==> src/rtl/fce_pkg.sv <==
package fce_pkg;
  localparam logic [7:0] OP_CMP_B1 = 8'h60;
  localparam logic [7:0] OP_CMP_B2 = 8'h61;
  localparam logic [7:0] OP_RW_B1  = 8'h58;
  localparam logic [7:0] OP_RW_B2  = 8'h59;
  localparam logic [7:0] OP_STAT   = 8'hD7;
  localparam int FRAME_BITS = 32;
  localparam int ADDR_BITS  = 24;
  localparam int PA_LSB     = 11;

  typedef enum logic [1:0] {
    ENG_IDLE,
    ENG_CMP,
    ENG_XFER,
    ENG_PROG
  } eng_state_e;
endpackage

==> src/rtl/fce_spi_rx.sv <==
module fce_spi_rx
  import fce_pkg::*;
(
  input  logic                 clk_i,
  input  logic                 rst_ni,
  input  logic                 cs_ni,
  input  logic                 sck_i,
  input  logic                 si_i,
  output logic                 sck_fall_o,
  output logic                 op_done_o,
  output logic [7:0]           op_o,
  output logic                 launch_o,
  output logic [ADDR_BITS-1:0] addr_o
);
  localparam int CNT_W = $clog2(FRAME_BITS + 2);
  localparam logic [CNT_W-1:0] CNT_FULL = CNT_W'(FRAME_BITS);
  localparam logic [CNT_W-1:0] CNT_OVER = CNT_W'(FRAME_BITS + 1);
  localparam logic [CNT_W-1:0] CNT_OP   = CNT_W'(8);

  logic [2:0] cs_s, sck_s;
  logic [1:0] si_s;
  logic       cs_hi, sck_rise, cs_rise;
  logic [CNT_W-1:0]      bitcnt;
  logic [FRAME_BITS-1:0] shreg;
  logic [7:0]            op_q;

  always_ff @(posedge clk_i or negedge rst_ni) begin
    if (!rst_ni) begin
      cs_s  <= 3'b111;
      sck_s <= 3'b000;
      si_s  <= 2'b00;
    end else begin
      cs_s  <= {cs_s[1:0], cs_ni};
      sck_s <= {sck_s[1:0], sck_i};
      si_s  <= {si_s[0], si_i};
    end
  end

  assign cs_hi      = cs_s[1];
  assign cs_rise    = cs_s[1] & ~cs_s[2];
  assign sck_rise   = sck_s[1] & ~sck_s[2];
  assign sck_fall_o = ~sck_s[1] & sck_s[2];

  always_ff @(posedge clk_i or negedge rst_ni) begin
    if (!rst_ni) begin
      bitcnt <= '0;
      shreg  <= '0;
      op_q   <= '0;
    end else if (cs_hi) begin
      bitcnt <= '0;
    end else if (sck_rise) begin
      shreg <= {shreg[FRAME_BITS-2:0], si_s[1]};
      if (bitcnt != CNT_OVER) bitcnt <= bitcnt + 1'b1;
      if (bitcnt == CNT_OP - 1'b1) op_q <= {shreg[6:0], si_s[1]};
    end
  end

  // frame committed by select release, exact length only
  assign launch_o  = cs_rise && (bitcnt == CNT_FULL);
  assign addr_o    = shreg[ADDR_BITS-1:0];
  assign op_o      = op_q;
  assign op_done_o = !cs_hi && (bitcnt >= CNT_OP);

  p_cnt_clear_r3: assert property (@(posedge clk_i) disable iff (!rst_ni)
    cs_hi |=> (bitcnt == '0));
  p_launch_sel_r3: assert property (@(posedge clk_i) disable iff (!rst_ni)
    launch_o |=> cs_hi);
endmodule

==> src/rtl/fce_stat_tx.sv <==
module fce_stat_tx (
  input  logic       clk_i,
  input  logic       rst_ni,
  input  logic       active_i,
  input  logic       fall_i,
  input  logic [7:0] stat_i,
  output logic       so_o
);
  logic [2:0] pos_q;
  logic [7:0] sh_q;

  always_ff @(posedge clk_i or negedge rst_ni) begin
    if (!rst_ni) begin
      pos_q <= '0;
      sh_q  <= '0;
      so_o  <= 1'b0;
    end else if (!active_i) begin
      pos_q <= '0;
      so_o  <= 1'b0;
    end else if (fall_i) begin
      // fresh snapshot at each byte boundary
      if (pos_q == '0) begin
        so_o <= stat_i[7];
        sh_q <= {stat_i[6:0], 1'b0};
      end else begin
        so_o <= sh_q[7];
        sh_q <= {sh_q[6:0], 1'b0};
      end
      pos_q <= pos_q + 1'b1;
    end
  end

  p_so_quiet_r8: assert property (@(posedge clk_i) disable iff (!rst_ni)
    !active_i |=> !so_o);
  p_so_edge_r8: assert property (@(posedge clk_i) disable iff (!rst_ni)
    (active_i && !fall_i && $past(active_i)) |=> $stable(so_o));
endmodule

==> src/rtl/fce_engine.sv <==
module fce_engine
  import fce_pkg::*;
#(
  parameter int PAGES      = 16,
  parameter int PAGE_BYTES = 8,
  parameter int CMP_CYC    = 200,
  parameter int XFER_CYC   = 300,
  parameter int PROG_CYC   = 1000
) (
  input  logic                 clk_i,
  input  logic                 rst_ni,
  input  logic                 launch_i,
  input  logic [7:0]           op_i,
  input  logic [ADDR_BITS-1:0] addr_i,
  output logic                 busy_o,
  output logic                 mism_o
);
  localparam int PG_W    = $clog2(PAGES);
  localparam int MAX_CYC = (CMP_CYC > XFER_CYC) ?
                           ((CMP_CYC > PROG_CYC) ? CMP_CYC : PROG_CYC) :
                           ((XFER_CYC > PROG_CYC) ? XFER_CYC : PROG_CYC);
  localparam int TMR_W   = $clog2(MAX_CYC + 1);

  eng_state_e       state;
  logic [TMR_W-1:0] tmr;
  logic [PG_W-1:0]  page_q;
  logic             sel_q, mism_q;
  logic [7:0]       main_q [PAGES][PAGE_BYTES];
  logic [7:0]       pbuf_q [2][PAGE_BYTES];
  logic             is_cmp, is_rw, is_arr, differ;

  assign is_cmp = (op_i == OP_CMP_B1) || (op_i == OP_CMP_B2);
  assign is_rw  = (op_i == OP_RW_B1)  || (op_i == OP_RW_B2);
  assign is_arr = is_cmp || is_rw;

  always_comb begin
    differ = 1'b0;
    for (int b = 0; b < PAGE_BYTES; b++)
      if (main_q[page_q][b] != pbuf_q[sel_q][b]) differ = 1'b1;
  end

  always_ff @(posedge clk_i or negedge rst_ni) begin
    if (!rst_ni) begin
      state  <= ENG_IDLE;
      tmr    <= '0;
      page_q <= '0;
      sel_q  <= 1'b0;
      mism_q <= 1'b0;
      for (int p = 0; p < PAGES; p++)
        for (int b = 0; b < PAGE_BYTES; b++)
          main_q[p][b] <= 8'(p * PAGE_BYTES + b + 1);
      for (int s = 0; s < 2; s++)
        for (int b = 0; b < PAGE_BYTES; b++)
          pbuf_q[s][b] <= '0;
    end else begin
      unique case (state)
        ENG_IDLE: if (launch_i && is_arr) begin
          page_q <= addr_i[PA_LSB +: PG_W];
          sel_q  <= op_i[0];
          tmr    <= is_cmp ? TMR_W'(CMP_CYC - 1) : TMR_W'(XFER_CYC - 1);
          state  <= is_cmp ? ENG_CMP : ENG_XFER;
        end
        ENG_CMP: if (tmr == '0) begin
          mism_q <= differ;
          state  <= ENG_IDLE;
        end else tmr <= tmr - 1'b1;
        ENG_XFER: if (tmr == '0) begin
          for (int b = 0; b < PAGE_BYTES; b++)
            pbuf_q[sel_q][b] <= main_q[page_q][b];
          tmr   <= TMR_W'(PROG_CYC - 1);
          state <= ENG_PROG;
        end else tmr <= tmr - 1'b1;
        ENG_PROG: if (tmr == '0) begin
          for (int b = 0; b < PAGE_BYTES; b++)
            main_q[page_q][b] <= pbuf_q[sel_q][b];
          state <= ENG_IDLE;
        end else tmr <= tmr - 1'b1;
        default: state <= ENG_IDLE;
      endcase
    end
  end

  assign busy_o = (state != ENG_IDLE);
  assign mism_o = mism_q;

  p_start_busy_r4: assert property (@(posedge clk_i) disable iff (!rst_ni)
    (!busy_o && launch_i && is_arr) |=> busy_o);
  p_ignore_busy_r7: assert property (@(posedge clk_i) disable iff (!rst_ni)
    (busy_o && launch_i) |=> ($stable(page_q) && $stable(sel_q)));
  p_flag_cmp_only_r10: assert property (@(posedge clk_i) disable iff (!rst_ni)
    !$stable(mism_q) |-> $past(state == ENG_CMP));
  p_rw_chain_r5: assert property (@(posedge clk_i) disable iff (!rst_ni)
    (state == ENG_XFER && tmr == '0) |=> (state == ENG_PROG));
  p_busy_end_r6: assert property (@(posedge clk_i) disable iff (!rst_ni)
    $fell(busy_o) |-> $past(tmr == '0));
endmodule

==> src/rtl/pagebuf_cmd_engine.sv <==
module pagebuf_cmd_engine
  import fce_pkg::*;
#(
  parameter int PAGES      = 16,
  parameter int PAGE_BYTES = 8,
  parameter int CMP_CYC    = 200,
  parameter int XFER_CYC   = 300,
  parameter int PROG_CYC   = 1000
) (
  input  logic clk_i,
  input  logic rst_ni,
  input  logic cs_ni,
  input  logic sck_i,
  input  logic si_i,
  output logic so_o,
  output logic rdy_o
);
  logic                 sck_fall, op_done, launch, busy, mism, stat_act;
  logic [7:0]           op, stat;
  logic [ADDR_BITS-1:0] addr;

  fce_spi_rx u_rx (
    .clk_i, .rst_ni, .cs_ni, .sck_i, .si_i,
    .sck_fall_o(sck_fall), .op_done_o(op_done), .op_o(op),
    .launch_o(launch), .addr_o(addr)
  );

  fce_engine #(
    .PAGES(PAGES), .PAGE_BYTES(PAGE_BYTES),
    .CMP_CYC(CMP_CYC), .XFER_CYC(XFER_CYC), .PROG_CYC(PROG_CYC)
  ) u_eng (
    .clk_i, .rst_ni, .launch_i(launch), .op_i(op), .addr_i(addr),
    .busy_o(busy), .mism_o(mism)
  );

  assign stat     = {~busy, mism, 6'b0};
  assign stat_act = op_done && (op == OP_STAT);

  fce_stat_tx u_tx (
    .clk_i, .rst_ni, .active_i(stat_act), .fall_i(sck_fall),
    .stat_i(stat), .so_o
  );

  assign rdy_o = ~busy;

  p_rdy_launch_r3: assert property (@(posedge clk_i) disable iff (!rst_ni)
    $fell(rdy_o) |-> $past(launch));
endmodule

==> config.mk <==
export PLATFORM = sky130hd
export DESIGN_NAME = pagebuf_cmd_engine
export DESIGN_NICKNAME = d
export VERILOG_FILES = /design/src/rtl/fce_pkg.sv /design/src/rtl/fce_spi_rx.sv /design/src/rtl/fce_stat_tx.sv /design/src/rtl/fce_engine.sv /design/src/rtl/pagebuf_cmd_engine.sv
export SDC_FILE = /design/constraint.sdc
export NUM_CORES = 2
export LEC_CHECK = 0
export ABC_CLOCK_PERIOD_IN_PS = 7090
export BUFFER_PORTS_ARGS = -buffer_cell sky130_fd_sc_hd__buf_2
export CORE_MARGIN = 1
export CORE_UTILIZATION = 50
export DETAILED_ROUTE_END_ITERATION = 16
export GPL_TIMING_DRIVEN = 0
export HOLD_SLACK_MARGIN = 0.15
export PLACE_DENSITY = 0.68
export RECOVER_POWER = 25
export SETUP_SLACK_MARGIN = 0.3
export SYNTH_ARGS = -nofsm -noshare
export SYNTH_HDL_FRONTEND = slang
export SYNTH_SLANG_ARGS = --single-unit
==> constraint.sdc <==
create_clock -name clk_i -period 7.09 [get_ports clk_i]
set_input_delay 1.7725 -clock clk_i [delete_from_list [all_inputs] [get_ports clk_i]]
set_output_delay 1.7725 -clock clk_i [all_outputs]
set_load 0.01 [all_outputs]
==> impl_results.md <==
- Outcome: finished with violations
- Failing checks: max-capacitance violations, max-slew violations
- Number of max-cap violations: 1
- Slowest cell on the critical path: nor2b_1
- ANT nets after route: 0
- Initial Util: around 50%
- Startpoint types: register
- CTS resizes: 0
- XOR/XNOR share of the synthesized area: roughly 2.0%
- Top-area cell type share of the netlist area: 34.7%
- Synth cell count leaders: nand2_1 (1292), o21ai_0 (1056), dfrtp_1 (760)
- Site Rows: 121
- RD Place Congestion: 1.05
- Largest net degree at the start of global routing: about 180
- Slew Viols, Final: around 110
- Fin crit period: 5.44 ns
- Worst Skew: between 0.02 and 0.03 ns
- Clock Tree Buf Depth: 3
- Prevailing post-synth register cell: dfrtp_1
- Setup CP Type: register to register
- Most common cell in the netlist: nand2_1
- Die Ht: 333 um
- Mapped cell area: 54700 um2
- Register-to-Register Path Depth: 12
- Fmax achieved: roughly 180 MHz
- Final TNS setup: 0 ns
- Met1 WL: roughly 79000 um
- Buffers on Ports: 6
- Synthesized net count: 4989
- Asr flop ratio synth: between 90% and 100%
- Post-synthesis compound-gate area fraction: 11.6%
- Iteration-0 DRC Markers: between 5k and 6k
- Synth warnings: 0
- Peak VDD IR: about 0.00023 V
- Top post-synthesis cells by area: dfrtp_1 (35%), dfstp_2 (22%), o21ai_0 (9.7%)
- # IOs: 7
- Die Area: between 100000 and 150000 um2
- GRT overflow: 0
- EDFF count, synth: 0
- WP data required: around 7.7 ns
- Hold Vio Cnt, Final: 0
- P&R area growth vs syn: 11.9%
- Width of the die: 333 um
- R2R Setup Slk: about 1.7 ns
- Adder-cell share of the synthesized area: 0.137%
- Crit-path cells: buf_2 > buf_2 > buf_4 > buf_2 > nor2b_1 > a22oi_1 > nand2_1 > xnor2_1 > nor4_1 > o211ai_1 > nor4_1 > a31oi_1
- Mux contribution to synthesized area: approximately 15%
- WP buf/inv: 4
- TritonCTS Buffers: between 100 and 150
- Clock Pin Slew Worst Setup and Hold Paths: roughly 0.06 ns
- Max Used Layer: met5
- CP Depth: 12
- Final wirelength: 215000 um
- Hold Crit Class: register to register
- Vias per cell: around 6.5
- CORE AREA: roughly 110000 um2
- Multi-input gate area: 21700 um2
- Pwr/cell area: between 200 and 250 nW/um2
- Initial antenna violation count: 9
- Crit path top cell by count: buf_2
- Root buffer cell: clkbuf_16
- Post-Synth Simple-Gate Area: around a tenth
- Share of cells above drive strength 1: between 20 and 25%
- Met2 WL post-DR: 89100 um
- Detailed placement HPWL: ~140000 um
- Slew @ Worst Pin: between 2 and 3 ns
- Global-route wire length before repair: between 300000 and 400000 um
- Delay-heaviest family, CP: buffers and inverters
- Clock Latency Late Sink: 0.76 ns
- DRC: 0
- Distinct cell type count after synthesis: 69
- # Post-CTS Setup Buffers: 0
- Slew margin rel.: -96.1%
- Critical path fanouts, max: 10
- Drt pass-1 iters: 5
- Area leader, netlist: dfrtp_1
- CTS tree: yes
- Met3 wire length: ~30000 um
- RSZ-0062 raised after global routing: no
- H-tree Lvls: 4
- Avg Synthesized Cell Area: approximately 11 um2
- Cts hold-fix bufs: 0
- CTS Sinks: 1212
- Vias: 43.6k
- FF+latch area: 30900 um2
- Slowest cell delay on critical path: roughly 0.8 ns
- Largest family of logic cells by synthesized area: multiplexers
- Mapped Cells: roughly 5.0k
- Final setup violation count: 0
- GRT Total Usage: 39.3%
- P_leak: roughly 25 nW
- Fin Hold WS: 0.357 ns
- Layout Nets: 5137
- Wire per inst: 32.3 um
- Filler cell count: roughly 9.3k
- Hold Path Stages: 0
- Final period utilization: between 70 and 80%
- Vias in the first global route: roughly 42k
- Endpoint type of the worst setup path: register
- Worst Path Arrival: 6.06 ns
- FF+latch count, synth: 1212
- Register area share after synthesis: 56.4%
[layer usage]
metal	GRT usage (%)	up-vias
met2	53.6	3016
met1	50.2	22200
met4	28.6	8
li1	-	17500
met3	15.9	789
met5	0	-
[report_power, final]
part           total, mW  switching [mW]  internal [mW]
sequential          6.97          0.0159           6.96
clock               7.13            2.96           4.16
combinational      0.176           0.144         0.0319
[state kept, by name (all words and copies together) (netlist names), 2 cells and up]
register      cells
u_eng.main_q   1024
u_eng.pbuf_q    128
u_rx.shreg       15
u_eng.tmr        10
u_rx.op_o         8
u_rx.bitcnt       6
u_eng.page_q      4
u_rx.cs_s         3
u_rx.sck_s        3
u_tx.pos_q        3
u_eng.state       2
u_rx.si_s         2
[through the flow]
stage,area (um2),setup WS (ns),total power [mW],util [%],instances
floorplan,54700,4.40,7.11,-,4978
global placement,56500,-21.83,7.25,52.0,6398
detailed placement,56800,2.00,7.27,52.2,6405
CTS,61200,1.99,14.3,56.3,6651
global route,61200,1.09,14.6,56.3,6653
finish,61200,1.65,14.3,56.3,6669
[cell usage in the layout, fill, tap and decap left out, drive strengths merged, types with 46 or more instances in the layout]
cell	instances
buf	185
clkbuf	467
dfrtp	760
dfstp	452
mux2	92
mux2i	202
mux4	233
nand2	1293
nor2	46
o21ai	1118
xnor2	68
xor2	59
[area by class of cell]
class | instances | area share [%]
flip-flops and latches | 1212 | 50.4
multi-input cells | 3326 | 35.4
clock buffers | 214 | 6.64
plain buffers | 425 | 3.47
well taps | 1414 | 2.89
clock inverters | 32 | 0.635
repair buffers | 13 | 0.364
inverters | 15 | 0.0919
diodes | 18 | 0.0735
[worst reg2reg max path, stage by stage, from the launching register on]
cell	delay, ns
dfrtp_1	0.32
buf_2	0.33
buf_2	0.66
buf_4	0.47
buf_2	0.78
nor2b_1	0.83
a22oi_1	0.27
nand2_1	0.29
xnor2_1	0.12
nor4_1	0.63
o211ai_1	0.24
nor4_1	0.25
a31oi_1	0.12
[final timing paths]
kind | start | endpoint
setup / recovery | u_eng.page_q[3] | u_eng.mism_o
hold / removal | u_rx.cs_s[0] | u_rx.cs_s[1]
setup reg to reg | u_eng.page_q[3] | u_eng.mism_o
hold reg to reg | u_rx.cs_s[0] | u_rx.cs_s[1]
max in group asynchronous | rst_ni | u_eng.main_q[603]
min in group asynchronous | rst_ni | u_eng.main_q[569]
[cell families after synthesis]
kind of cell / Yosys count
AO/OA/AOI/OAI: 1225
buffers and inverters: 440
multiplexers: 527
XOR/XNOR: 127
flip-flops: 1212
AND/OR/NAND/NOR: 1441
adder cells (fa/ha/maj): 6
(Power assumes the default switching activity.)
